--- config.mk ---
export PLATFORM = sky130hd
export DESIGN_NAME = eprom_prog_seq
export DESIGN_NICKNAME = d
export VERILOG_FILES = /design/src/rtl/epseq_pkg.sv /design/src/rtl/seq_supply.sv /design/src/rtl/seq_addr.sv /design/src/rtl/seq_check.sv /design/src/rtl/eprom_prog_seq.sv
export SDC_FILE = /design/constraint.sdc
export NUM_CORES = 1
export LEC_CHECK = 0
export BUFFER_PORTS_ARGS = -buffer_cell sky130_fd_sc_hd__buf_2
export CAP_MARGIN = 10
export CELL_PAD_IN_SITES_DETAIL_PLACEMENT = 0
export CELL_PAD_IN_SITES_GLOBAL_PLACEMENT = 1
export CORE_MARGIN = 3
export CORE_UTILIZATION = 30
export DETAILED_ROUTE_END_ITERATION = 10
export PLACE_DENSITY = 0.69
export SLEW_MARGIN = 20
export SYNTH_ARGS = -nofsm -noshare
export SYNTH_HDL_FRONTEND = slang
export SYNTH_HIERARCHICAL = 1
export SYNTH_SLANG_ARGS = --single-unit
--- constraint.sdc ---
create_clock -name clk -period 3.8 [get_ports clk]
set_input_delay 0.38 -clock clk [delete_from_list [all_inputs] [get_ports clk]]
set_output_delay 0.38 -clock clk [all_outputs]
set_load 0.005 [all_outputs]
--- src/rtl/epseq_pkg.sv ---
// Shared types and supply-code helpers for the EPROM programming sequencer.
// Assumes supply codes step 0.25 V from code 0 = 2.0 V.
package epseq_pkg;
    typedef enum logic [1:0] {
        PH_BLANK = 2'd0,
        PH_PROG  = 2'd1,
        PH_VLOW  = 2'd2,
        PH_VHIGH = 2'd3
    } phase_t;

    localparam int          VCODE_W  = 5;
    localparam logic [4:0]  VCODE_TOP = 5'd18;
    localparam logic [4:0]  VPROG_LO  = 5'd10;
    localparam logic [4:0]  VPROG_HI  = 5'd14;

    function automatic logic [VCODE_W-1:0] clamp_code(
        input logic [VCODE_W-1:0] c,
        input logic [VCODE_W-1:0] lo,
        input logic [VCODE_W-1:0] hi
    );
        if (c < lo)      return lo;
        else if (c > hi) return hi;
        else             return c;
    endfunction
endpackage

--- src/rtl/seq_supply.sv ---
// Supply code selector: picks the code for the running pass and clamps
// it to the legal range. Outputs 0 while idle. Purely combinational.
module seq_supply
    import epseq_pkg::*;
(
    input  logic               active,
    input  phase_t             phase,
    input  logic [VCODE_W-1:0] vmin_code,
    input  logic [VCODE_W-1:0] vmax_code,
    input  logic [VCODE_W-1:0] vprog_code,
    output logic [VCODE_W-1:0] code
);
    // choose and clamp the code for the current pass
    always_comb begin
        code = '0;
        if (active) begin
            unique case (phase)
                PH_PROG:  code = clamp_code(vprog_code, VPROG_LO, VPROG_HI);
                PH_VHIGH: code = clamp_code(vmax_code, '0, VCODE_TOP);
                default:  code = clamp_code(vmin_code, '0, VCODE_TOP);
            endcase
        end
    end

    always_comb begin
        if (active) assert (code <= VCODE_TOP);
    end
endmodule

--- src/rtl/seq_addr.sv ---
// Shadow device address counter. A load selects the configuration word
// (all ones); a step adds one, so the configuration word wraps to 0x000.
// Assumes the device follows the same strobes one for one.
module seq_addr #(
    parameter int ADDR_W     = 11,
    parameter int LAST_SMALL = 'h1FF,
    parameter int LAST_LARGE = 'h3FF
) (
    input  logic              clk,
    input  logic              rst_n,
    input  logic              load_cfg,
    input  logic              step,
    input  logic              big_sel,
    output logic [ADDR_W-1:0] addr,
    output logic              at_last
);
    localparam logic [ADDR_W-1:0] CFG_IDX = '1;
    localparam logic [ADDR_W-1:0] LAST_S  = ADDR_W'(LAST_SMALL);
    localparam logic [ADDR_W-1:0] LAST_L  = ADDR_W'(LAST_LARGE);

    // track the device address
    always_ff @(posedge clk) begin
        if (!rst_n)        addr <= CFG_IDX;
        else if (load_cfg) addr <= CFG_IDX;
        else if (step)     addr <= addr + 1'b1;
    end

    // last user address for the selected array size
    assign at_last = (addr == (big_sel ? LAST_L : LAST_S));

    AST_CFG_AFTER_LOAD: assert property (@(posedge clk) disable iff (!rst_n)
        load_cfg |=> (addr == CFG_IDX));
    AST_STEP_BY_ONE: assert property (@(posedge clk) disable iff (!rst_n)
        (step && !load_cfg) |=> (addr == $past(addr) + 1'b1));
endmodule

--- src/rtl/seq_check.sv ---
// Word compare unit: blank check expects all ones, verify passes expect
// the supplied word. Combinational; result is used only when data is valid.
module seq_check
    import epseq_pkg::*;
#(
    parameter int DATA_W = 12
) (
    input  phase_t             phase,
    input  logic [DATA_W-1:0]  rd_data,
    input  logic [DATA_W-1:0]  exp_data,
    output logic               mismatch
);
    // select reference word and compare
    always_comb begin
        if (phase == PH_BLANK) mismatch = (rd_data != {DATA_W{1'b1}});
        else                   mismatch = (rd_data != exp_data);
    end
endmodule

--- src/rtl/eprom_prog_seq.sv ---
// Top sequencer: runs blank check, program, verify-low and verify-high
// passes over the configuration word and the user array, stopping on
// the first failure. Assumes the device answers each request exactly once.
module eprom_prog_seq
    import epseq_pkg::*;
#(
    parameter int ADDR_W     = 11,
    parameter int DATA_W     = 12,
    parameter int LAST_SMALL = 'h1FF,
    parameter int LAST_LARGE = 'h3FF
) (
    input  logic              clk,
    input  logic              rst_n,
    input  logic              start,
    input  logic              big_sel,
    input  logic [4:0]        vmin_code,
    input  logic [4:0]        vmax_code,
    input  logic [4:0]        vprog_code,
    output logic              busy,
    output logic              done,
    output logic              error,
    output logic [1:0]        fail_phase,
    output logic [ADDR_W-1:0] fail_addr,
    output logic [4:0]        vdd_code,
    output logic              reenter,
    output logic              inc_addr,
    output logic [ADDR_W-1:0] dev_addr,
    output logic              rd_req,
    input  logic              rd_valid,
    input  logic [DATA_W-1:0] rd_data,
    input  logic [DATA_W-1:0] exp_data,
    output logic              pgm_req,
    input  logic              pgm_done,
    input  logic              pgm_ok
);
    typedef enum logic [2:0] {S_IDLE, S_ENTER, S_ISSUE, S_WAIT, S_STEP} st_t;

    st_t    state;
    phase_t phase;
    logic   big_q;
    logic   at_last;
    logic   mismatch;
    logic   resp;
    logic   word_bad;

    seq_addr #(.ADDR_W(ADDR_W), .LAST_SMALL(LAST_SMALL), .LAST_LARGE(LAST_LARGE)) u_addr (
        .clk(clk), .rst_n(rst_n), .load_cfg(reenter), .step(inc_addr),
        .big_sel(big_q), .addr(dev_addr), .at_last(at_last)
    );

    seq_check #(.DATA_W(DATA_W)) u_chk (
        .phase(phase), .rd_data(rd_data), .exp_data(exp_data), .mismatch(mismatch)
    );

    seq_supply u_sup (
        .active(busy), .phase(phase), .vmin_code(vmin_code), .vmax_code(vmax_code),
        .vprog_code(vprog_code), .code(vdd_code)
    );

    // strobes and requests decoded from state
    assign busy     = (state != S_IDLE);
    assign reenter  = (state == S_ENTER);
    assign inc_addr = (state == S_STEP);
    assign rd_req   = (state == S_ISSUE) && (phase != PH_PROG);
    assign pgm_req  = (state == S_ISSUE) && (phase == PH_PROG);

    // response and failure for the word in flight
    assign resp     = (phase == PH_PROG) ? pgm_done : rd_valid;
    assign word_bad = (phase == PH_PROG) ? !pgm_ok  : mismatch;

    // pass sequencing, completion and failure latching
    always_ff @(posedge clk) begin
        if (!rst_n) begin
            state      <= S_IDLE;
            phase      <= PH_BLANK;
            big_q      <= 1'b0;
            done       <= 1'b0;
            error      <= 1'b0;
            fail_phase <= '0;
            fail_addr  <= '0;
        end else begin
            unique case (state)
                S_IDLE: if (start) begin
                    state      <= S_ENTER;
                    phase      <= PH_BLANK;
                    big_q      <= big_sel;
                    done       <= 1'b0;
                    error      <= 1'b0;
                    fail_phase <= '0;
                    fail_addr  <= '0;
                end
                S_ENTER: state <= S_ISSUE;
                S_ISSUE: state <= S_WAIT;
                S_WAIT: if (resp) begin
                    if (word_bad) begin
                        state      <= S_IDLE;
                        done       <= 1'b1;
                        error      <= 1'b1;
                        fail_phase <= phase;
                        fail_addr  <= dev_addr;
                    end else if (at_last) begin
                        if (phase == PH_VHIGH) begin
                            state <= S_IDLE;
                            done  <= 1'b1;
                        end else begin
                            phase <= phase_t'(phase + 2'd1);
                            state <= S_ENTER;
                        end
                    end else begin
                        state <= S_STEP;
                    end
                end
                S_STEP: state <= S_ISSUE;
                default: state <= S_IDLE;
            endcase
        end
    end

    AST_INC_SINGLE: assert property (@(posedge clk) disable iff (!rst_n)
        inc_addr |=> !inc_addr);
    AST_NO_CALIB: assert property (@(posedge clk) disable iff (!rst_n)
        inc_addr |-> !at_last);
    AST_REENTER_SINGLE: assert property (@(posedge clk) disable iff (!rst_n)
        reenter |=> !reenter);
    AST_PGM_IN_PROG: assert property (@(posedge clk) disable iff (!rst_n)
        pgm_req |-> (vdd_code >= VPROG_LO && vdd_code <= VPROG_HI));
    AST_DONE_IDLE: assert property (@(posedge clk) disable iff (!rst_n)
        done |-> !busy);
    AST_ERR_WITH_DONE: assert property (@(posedge clk) disable iff (!rst_n)
        error |-> done);
    AST_IDLE_SUPPLY: assert property (@(posedge clk) disable iff (!rst_n)
        !busy |-> (vdd_code == '0));
endmodule

=== Yosys cells after proc, flatten, opt, wreduce, memory -nomap -nowiden ===
Index checks and enable logic that the tools add are counted.

* Add/sub/neg operators: 2
* $lt $le $gt $ge: 6
* Equality and inequality tests: 18
* Mux-type cells: 40
* Bitwise operators: 1
* Reductions and logical operators: 14

{| class="wikitable"
|+ Operator list
! cell !! count
|-
| two-way mux 5 bit || 7
|-
| two-way mux 11 bit || 3
|-
| case mux 11 bit (2 select lines) || 1
|-
| two-way mux 2 bit || 7
|-
| two-way mux 3 bit || 4
|-
| inequality test 12 bit || 1
|-
| inequality test 12 bit, second input constant || 1
|-
| inequality test 2 bit, second input constant || 6
|-
| case mux 3 bit (4 select lines) || 1
|-
| adder 11 x 1 -> 11 bit, second input constant || 1
|-
| == test 11 bit || 1
|-
| two-way mux 1 bit || 11
|-
| greater-than comparator 5 bit, second input constant || 2
|-
| less-than comparator 5 x 1 -> 1 bit, second input constant || 2
|-
| two-way mux 10 bit || 1
|-
| case mux 5 bit (2 select lines) || 1
|-
| case mux 2 bit (2 select lines) || 2
|-
| == test 3 x 2 -> 1 bit, second input constant || 2
|-
| inequality test 3 bit, second input constant || 2
|-
| AND reduction 6 bit || 1
|-
| greater-than comparator 5 x 4 -> 1 bit, second input constant || 1
|-
| less-than comparator 5 x 4 -> 1 bit, second input constant || 1
|-
| AND reduction 5 bit || 1
|-
| case mux 1 bit (2 select lines) || 2
|-
| 16 further kinds || 19
|}

* Bits in registers: 32
* Input port bits: 46
* Output and inout bits: 36
* Logic and storage cells: 89

=== Depth between registers and ports, before layout ===
Gate-level depths: netlist of run 1.

* Depth in word-level cells: 6
* Mapped depth: 11
* Mapped depth without buffers: 9

=== Hierarchy ===
Netlist of run 1, hierarchy kept.

{| class="wikitable"
|+ By module, submodules not included
! module !! instances !! cells each !! area each (µm²) !! seq. area each (µm²)
|-
| eprom_prog_seq || 1 || 122 || 1091.0 || 420.4
|-
| seq_addr || 1 || 58 || 530.5 || 220.2
|-
| seq_check || 1 || 47 || 272.8 || 0.0
|-
| seq_supply || 1 || 31 || 188.9 || 0.0
|}

=== Worst setup path after synthesis of run 1 ===
No wires, ideal clock.

* Path type: register -> register
* Start point: register phase[1]
* End point: register phase[0]
* Arrival: 2119 ps
* Required time: 3718 ps
* Path slack: 1599 ps
* Stages on the path, launching flop included: 10
* Buffers on the path: 0
* Period minus slack after synthesis: 2201 ps
* Path through: dfxtp_1 -> nor2_1 -> nor4_1 -> a311oi_1 -> a2111oi_0 -> nand3_1 -> nand2b_2 -> nand3_2 -> or3b_1 -> o221ai_1

* Word-level cells in the longest chain between the ends: 5
* Elaborated cells between the ends (all ways): 10
* Those cells by class: eq/ne: 5; mux: 3; reduce/logical: 2

{| class="wikitable"
|+ RTL lines
! item !! RTL line !! source
|-
| start: declaration || eprom_prog_seq.sv:39 || <nowiki>phase_t phase;</nowiki>
|-
| start signal: assignment || eprom_prog_seq.sv:106 || <nowiki>phase <= phase_t'(phase + 2'd1);</nowiki>
|-
| zero test 2 bit || seq_check.sv:15 || <nowiki>if (phase == PH_BLANK) mismatch = (rd_data != {DATA_W{1'b1}});</nowiki>
|-
| two-way mux 1 bit || seq_check.sv:15 ||
|-
| net mismatch || eprom_prog_seq.sv:42 || <nowiki>logic mismatch;</nowiki>
|-
| two-way mux 1 bit || eprom_prog_seq.sv:69 || <nowiki>assign word_bad = (phase == PH_PROG) ? !pgm_ok : mismatch;</nowiki>
|-
| inequality test 2 bit (no line) || - ||
|-
| AND reduction 6 bit (no line) || - ||
|}

The timed path passes the listed nets, and every way through them passes these cells.
A chain may end at the register's enable or synchronous reset.

=== Worst setup path in the final report of run 1 ===
* Start point: register phase[1]
* End point: register fail_addr[2]

* Word-level cells in the longest chain between the ends: 5
* Elaborated cells between the ends (all ways): 8
* Those cells by class: eq/ne: 3; mux: 3; reduce/logical: 2

{| class="wikitable"
|+ RTL lines
! item !! RTL line !! source
|-
| zero test 2 bit || seq_check.sv:15 ||
|-
| two-way mux 1 bit || seq_check.sv:15 ||
|-
| net mismatch || eprom_prog_seq.sv:42 ||
|-
| two-way mux 1 bit || eprom_prog_seq.sv:69 ||
|-
| inequality test 2 bit (no line) || - ||
|-
| AND reduction 4 bit (no line) || - ||
|-
| end signal: assignment || eprom_prog_seq.sv:100 || <nowiki>fail_addr <= dev_addr;</nowiki>
|-
| end: declaration || eprom_prog_seq.sv:23 || <nowiki>output logic [ADDR_W-1:0] fail_addr,</nowiki>
|}

The timed path passes the listed nets, and every way through them passes these cells.

==> results.tsv, run 1 <==
metric	value	unit
cp_data_arrival_time	3030	ps
grt-ovfl-total	0	
start_kind	flip-flop	
post_cts_buffers	0	
hp-class	in2reg	
ctsHoldBuffers	0	
rows	29	
fin_crit_sh	74.1	%
run_status	completed	
synthArstFlopShare	0	%
synth_area	2080	um^2
fin_nets	383	
dieArea	7980	um^2
coreArea	6530	um^2
ys_types	54	
yosys.area.top_type	dfxtp_1	
cts_root_buf	clkbuf_8	
clk_path_buf_depth	2	
vias_per_cell	5.11	
drt-total-wl	5700	um
met3_usage	4.15	%
ys_ff_latch	32	
drive_gt1_share	30.7	%
clock_skew	3.00	ps
fmax	355	MHz
num_antenna_cells	0	
synthTopCellsByArea	dfxtp_1, nand2_1, mux2i_1, xor2_1, nand3_1	
firstDrtPassIters	4	
yosys_warnings	6	
critPathBufInv	0	
synthXorXnorAreaFrac	5.05	%
synth_top_family_by_area	simple AND/OR/NAND/NOR gates	
ir_drop	0.167	mV
synth_simple_gate_area_share	33.7	%
crit_fanout	13	
clock_sinks	32	
synth_cells	258	
grt.busiest_layer	met2	
die_width	89.3	um
place_congestion	0.782	
p_per_area	311	nW/um^2
hpwl	4340	um
clock_latency	280	ps
die_y	89.3	um
grt_start_max_net_pins	28	
io_pins	82	
setup_viol	0	
syn_nets	307	
post_cts_resized	0	
final.setup.tns	0	ps
start_util	31.9	%
crit_type	reg2reg	
synth_top_area_share	30.8	%
grtUsageMet1	19.4	%
syn_to_final_growth	25.2	%
slowest_stage	dfxtp_1	
cts_htree_levels	2	
grt.met2_usage	20.4	%
worst_pin_slew	811	ps
finalCriticalPeriod	2820	ps
timing.slew.headroom	45.8	%
hold_slack	357	ps
dr_total_vias	2105	
crit_chain	nor2_1 > nor4_1 > a311oi_1 > a2111oi_0 > nand3_1 > nand2b_2 > a21oi_2 > o21ai_4 > mux2i_1	
end_kind	flip-flop	
synth_mux_area_share	7.75	%
maxSlewViolCount	0	
drtIter0Drc	119	
grt_pass1_wl	8780	um
cts_made_buffers	5	
ys_seq_area_share	30.8	%
maxCapViolations	0	
cp_top_family	compound AO/OA/AOI/OAI gates	
grt_usage	13.9	%
grt_pass1_vias	1870	
syn_avg_cell_area	8.07	um^2
synth-edff-count	0	
ant_nets	0	
hold_violations	0	
power.leakage	1.12	nW
worst_path_largest_cell_delay	530	ps
rsz0062_at_grt	no	
synthFlopType	dfxtp_1	
fin_util	39.9	%
antenna_found_initial	0	
wl_per_cell	13.8	um
clkTransAtPathRegs	70	ps
yosys.area_share.adder	1.80	%
cp.required	4010	ps
cts_tree	built	
synth_compound_area_share	15.3	%
io_buffers	81	
drc	0	
-- final timing paths --
| path | from | cells past startpoint | slack [ps] | endpoint |
|---|---|---|---|---|
| worst max-delay path | phase[1] | 9 | 980 | fail_addr[2] |
| worst min-delay path | big_sel | 3 | 360 | big_q |
| worst max register to register | phase[1] | 9 | 980 | fail_addr[2] |
| worst min register to register | fail_phase[1] | 2 | 460 | fail_phase[1] |
-- per-layer routing --
metal | vias up | routed length, um
li1 | 1089 | -
met1 | 939 | 2800
met2 | 71 | 2430
met3 | 6 | 415
met4 | 0 | 53
met5 | - | 0
-- area by class of cell --
| cell class | instances | area [um^2] |
|---|---|---|
| Clock buffer | 6 | 72.6 |
| Inverter | 5 | 18.8 |
| Tap cell | 77 | 96.3 |
| Sequential cell | 32 | 641 |
| Multi-Input combinational cell | 207 | 1330 |
| Timing Repair Buffer | 83 | 420 |
| Clock inverter | 2 | 35.0 |
| Fill cell | 695 | 3920 |
-- sequential cells by signal, indices dropped and copies added (netlist names) --
register / flops
error: 1
big_q: 1
u_addr/addr: 11
fail_phase: 2
phase: 2
done: 1
fail_addr: 11
state: 3
-- cell families (layout without fill, tap and decap cells) --
group,after synthesis,after routing
simple gates,131,131
compound gates,45,45
flops,32,32
xor+xnor,12,12
buf+inv,19,96
mux,16,16
fa+ha+maj,3,3
-- stage by stage --
stage / total power [W] / instances / instance area [um^2] / setup WS (ps)
final: 0.000812 / 412 / 2610 / 983
after global routing: 0.000852 / 412 / 2610 / 649
after floorplan: 0.000448 / 258 / 2080 / 1600
after detailed placement: 0.000497 / 404 / 2500 / 953
after global placement: 0.000497 / 404 / 2500 / 1130
after CTS: 0.000823 / 412 / 2610 / 973
-- tightest hold or removal path: stages --
cell and delay [ps]:
buf_2 100, nand2_1 50, a21boi_0 60
-- synthesized netlist by cell type (3+ instances only) --
| library cell | instances |
|---|---|
| a21boi_0 | 3 |
| nand2_1 | 55 |
| mux2i_1 | 15 |
| o21ai_0 | 11 |
| buf_4 | 3 |
| nor3_1 | 7 |
| a311oi_1 | 3 |
| nor2b_1 | 7 |
| nand4_1 | 4 |
| nand2b_1 | 4 |
| nand3b_1 | 3 |
| nor3b_1 | 3 |
| clkbuf_1 | 5 |
| a31oi_1 | 4 |
| ha_1 | 3 |
| nand3_1 | 12 |
| xor2_1 | 10 |
| dfxtp_1 | 32 |
| or3b_1 | 3 |
| o221ai_1 | 3 |
| or4_1 | 3 |
| o31ai_1 | 6 |
| nor2_1 | 8 |
| a21oi_1 | 5 |
| nor4_1 | 7 |
| inv_1 | 5 |
-- placed cells by master, fill, tap and decap left out, types with 6 or more instances in the layout --
cell type,n
nor3_1,7
o31ai_1,6
nor4_1,7
nand2_1,55
dfxtp_1,32
nand3_1,12
nor2b_1,7
buf_2,81
mux2i_1,15
xor2_1,10
o21ai_0,11
nor2_1,8
-- report_power, final --
part / switching, W / internal [W]
combinational: 0.0000732 / 0.0000639
sequential: 0.00000935 / 0.000342
clock: 0.000129 / 0.000195
No activity file was read; power rests on OpenSTA's default activity.
==> run 2: changes to the inputs <==
--- a/config.mk
+++ b/config.mk
@@ -12,7 +12,7 @@
 export CORE_MARGIN = 3
 export CORE_UTILIZATION = 30
 export DETAILED_ROUTE_END_ITERATION = 10
-export PLACE_DENSITY = 0.69
+export PLACE_DENSITY = 0.72
 export SLEW_MARGIN = 20
 export SYNTH_ARGS = -nofsm -noshare
 export SYNTH_HDL_FRONTEND = slang
==> constraint.sdc (replaced) <==
create_clock -name clk -period 2.45 [get_ports clk]
set_input_delay 0.245 -clock clk [delete_from_list [all_inputs] [get_ports clk]]
set_output_delay 0.245 -clock clk [all_outputs]
set_load 0.005 [all_outputs]
==> run 2 against run 1 <==
Global-route usage shrank 0.12 points. Maximum frequency increased by 28%. Die area unchanged. Cell count rose by 1.2%. Setup slack lost 740 ps. Total power rose by 57%. Clock-buffer cell count is 1 lower. Largest cell class unchanged. Largest power group unchanged.
==> results.tsv, run 2 (synthesis results as in run 1) <==
metric	value	unit	change
cts_root_buf	clkbuf_8		
end_kind	flip-flop		
io_pins	82		unchanged
syn_to_final_growth	28.1	%	
grt-ovfl-total	0		unchanged
holdPathEnd	big_q		
hp-class	in2reg		
drive_gt1_share	32.4	%	+1.6 points
finalWorstSetupSlack	244	ps	-739 ps
start_kind	flip-flop		
clock_latency	290	ps	about the same
clock_sinks	32		unchanged
clk_path_buf_depth	2		unchanged
post_cts_buffers	0		unchanged
wl_per_cell	13.4	um	-3.0%
io_buffers	81		unchanged
cts_htree_levels	2		unchanged
fin_nets	388		+1.3%
timing.slew.headroom	70.0	%	+24 points
post_cts_resized	0		unchanged
p_per_area	478	nW/um^2	+54%
final_cell_mix	buf_2, nand2_1, dfxtp_1		
cp.required	2650	ps	-1360 ps
coreArea	6530	um^2	unchanged
vias_per_cell	5.08		-0.54%
ctsHoldBuffers	0		unchanged
setup_viol	0		unchanged
placed_area	2550	um^2	+2.0%
min_from	big_sel		
dieArea	7980	um^2	unchanged
ir_drop	0.252	mV	+51%
firstDrtPassIters	4		unchanged
crit_fanout	6		-7
reg_top3	fail_addr: 11 flops, u_addr/addr: 11 flops, state: 3 flops		
detailedPlace.worstSlack	52.6	ps	-901 ps
die_width	89.3	um	unchanged
dp_cells	409		+1.2%
cp-startpoint	phase[1]		
rows	29		unchanged
grt_start_max_net_pins	28		unchanged
cts_tree	built		
drt-total-wl	5600	um	-1.8%
maxCapViolations	0		unchanged
grt_pass1_vias	1945		+4.0%
hold_violations	0		unchanged
dr_total_vias	2119		+0.67%
num_antenna_cells	0		unchanged
stdcell_count	417		+1.2%
antenna_found_initial	0		unchanged
rsz0062_at_grt	no		
start_util	31.9	%	unchanged
drc	0		unchanged
finalCriticalPeriod	2210	ps	-611 ps
place_congestion	0.870		+11%
final_common_cell	buf_2		
drtIter0Drc	90		-24%
hold_slack	225	ps	-132 ps
cp_data_arrival_time	2410	ps	-620 ps
cts_made_buffers	5		unchanged
hpwl	4290	um	-1.3%
rr_worst_depth	9		unchanged
rr_endpoint	phase[0]		
r2r_start	phase[1]		
worst_pin_slew	450	ps	-361 ps
fin_crit_sh	90.0	%	+16 points
grt_usage	13.8	%	-0.12 points
grt_pass1_wl	8830	um	+0.64%
fmax	453	MHz	+28%
maxSlewViolCount	0		unchanged
hold_depth	3		unchanged
run_status	completed		
die_y	89.3	um	unchanged
power.leakage	1.16	nW	+2.8%
ant_nets	0		unchanged
final.setup.tns	0	ps	unchanged
clkTransAtPathRegs	70	ps	about the same
reg2reg_slack	240	ps	-740 ps
final_area	2670	um^2	+2.3%
crit_type	reg2reg		
clock_skew	10.6	ps	+7.60 ps
run 2: area by class of cell:
type | instances | area, um^2
Multi-Input combinational cell | 207 | 1330
Tap cell | 77 | 96.3
Fill cell | 689 | 3860
Inverter | 5 | 18.8
Clock inverter | 3 | 42.5
Clock buffer | 5 | 68.8
Timing Repair Buffer | 88 | 470
Sequential cell | 32 | 641
run 2: worst max path at each step:
stage               end  slack, ps  cells past startpoint
6_report       phase[0]        240                      9
5_1_grt        phase[0]         50                      9
4_1_cts        phase[0]         50                      9
3_5_place_dp   phase[0]         50                      9
3_3_place_gp   phase[0]         90                      9
2_1_floorplan  phase[0]        250                      9
run 2: critical path, cell delays in order (launching register included):
cell and delay, ps:
dfxtp_1 320, or2_1 300, nand2_1 90, a32oi_1 110
a2111oi_2 370, nand3_1 140, nand2b_2 150, nand3_2 110
or3b_1 380, o221ai_1 160
run 2: where the power goes:
part / switching (W) / internal (W) / leakage (nW) / total [W]
clock: 0.000202 / 0.000301 / 0.0541 / 0.000503
sequential: 0.0000149 / 0.000531 / 0.259 / 0.000546
combinational: 0.000118 / 0.000110 / 0.843 / 0.000228
run 2: per-stage QoR:
stage               total power, W  utilization, %
finish                     0.00128            40.9
global route               0.00133            40.9
CTS                        0.00129            40.8
detailed placement        0.000783            39.1
global placement          0.000782            39.1
floorplan                 0.000695               -
run 2: per-layer routing:
metal,track usage [%],vias up,wire length (um)
met4,4.06,0,42
met5,0,-,0
met3,2.40,4,323
li1,-,1094,-
met2,22.5,54,2490
met1,18.5,967,2740
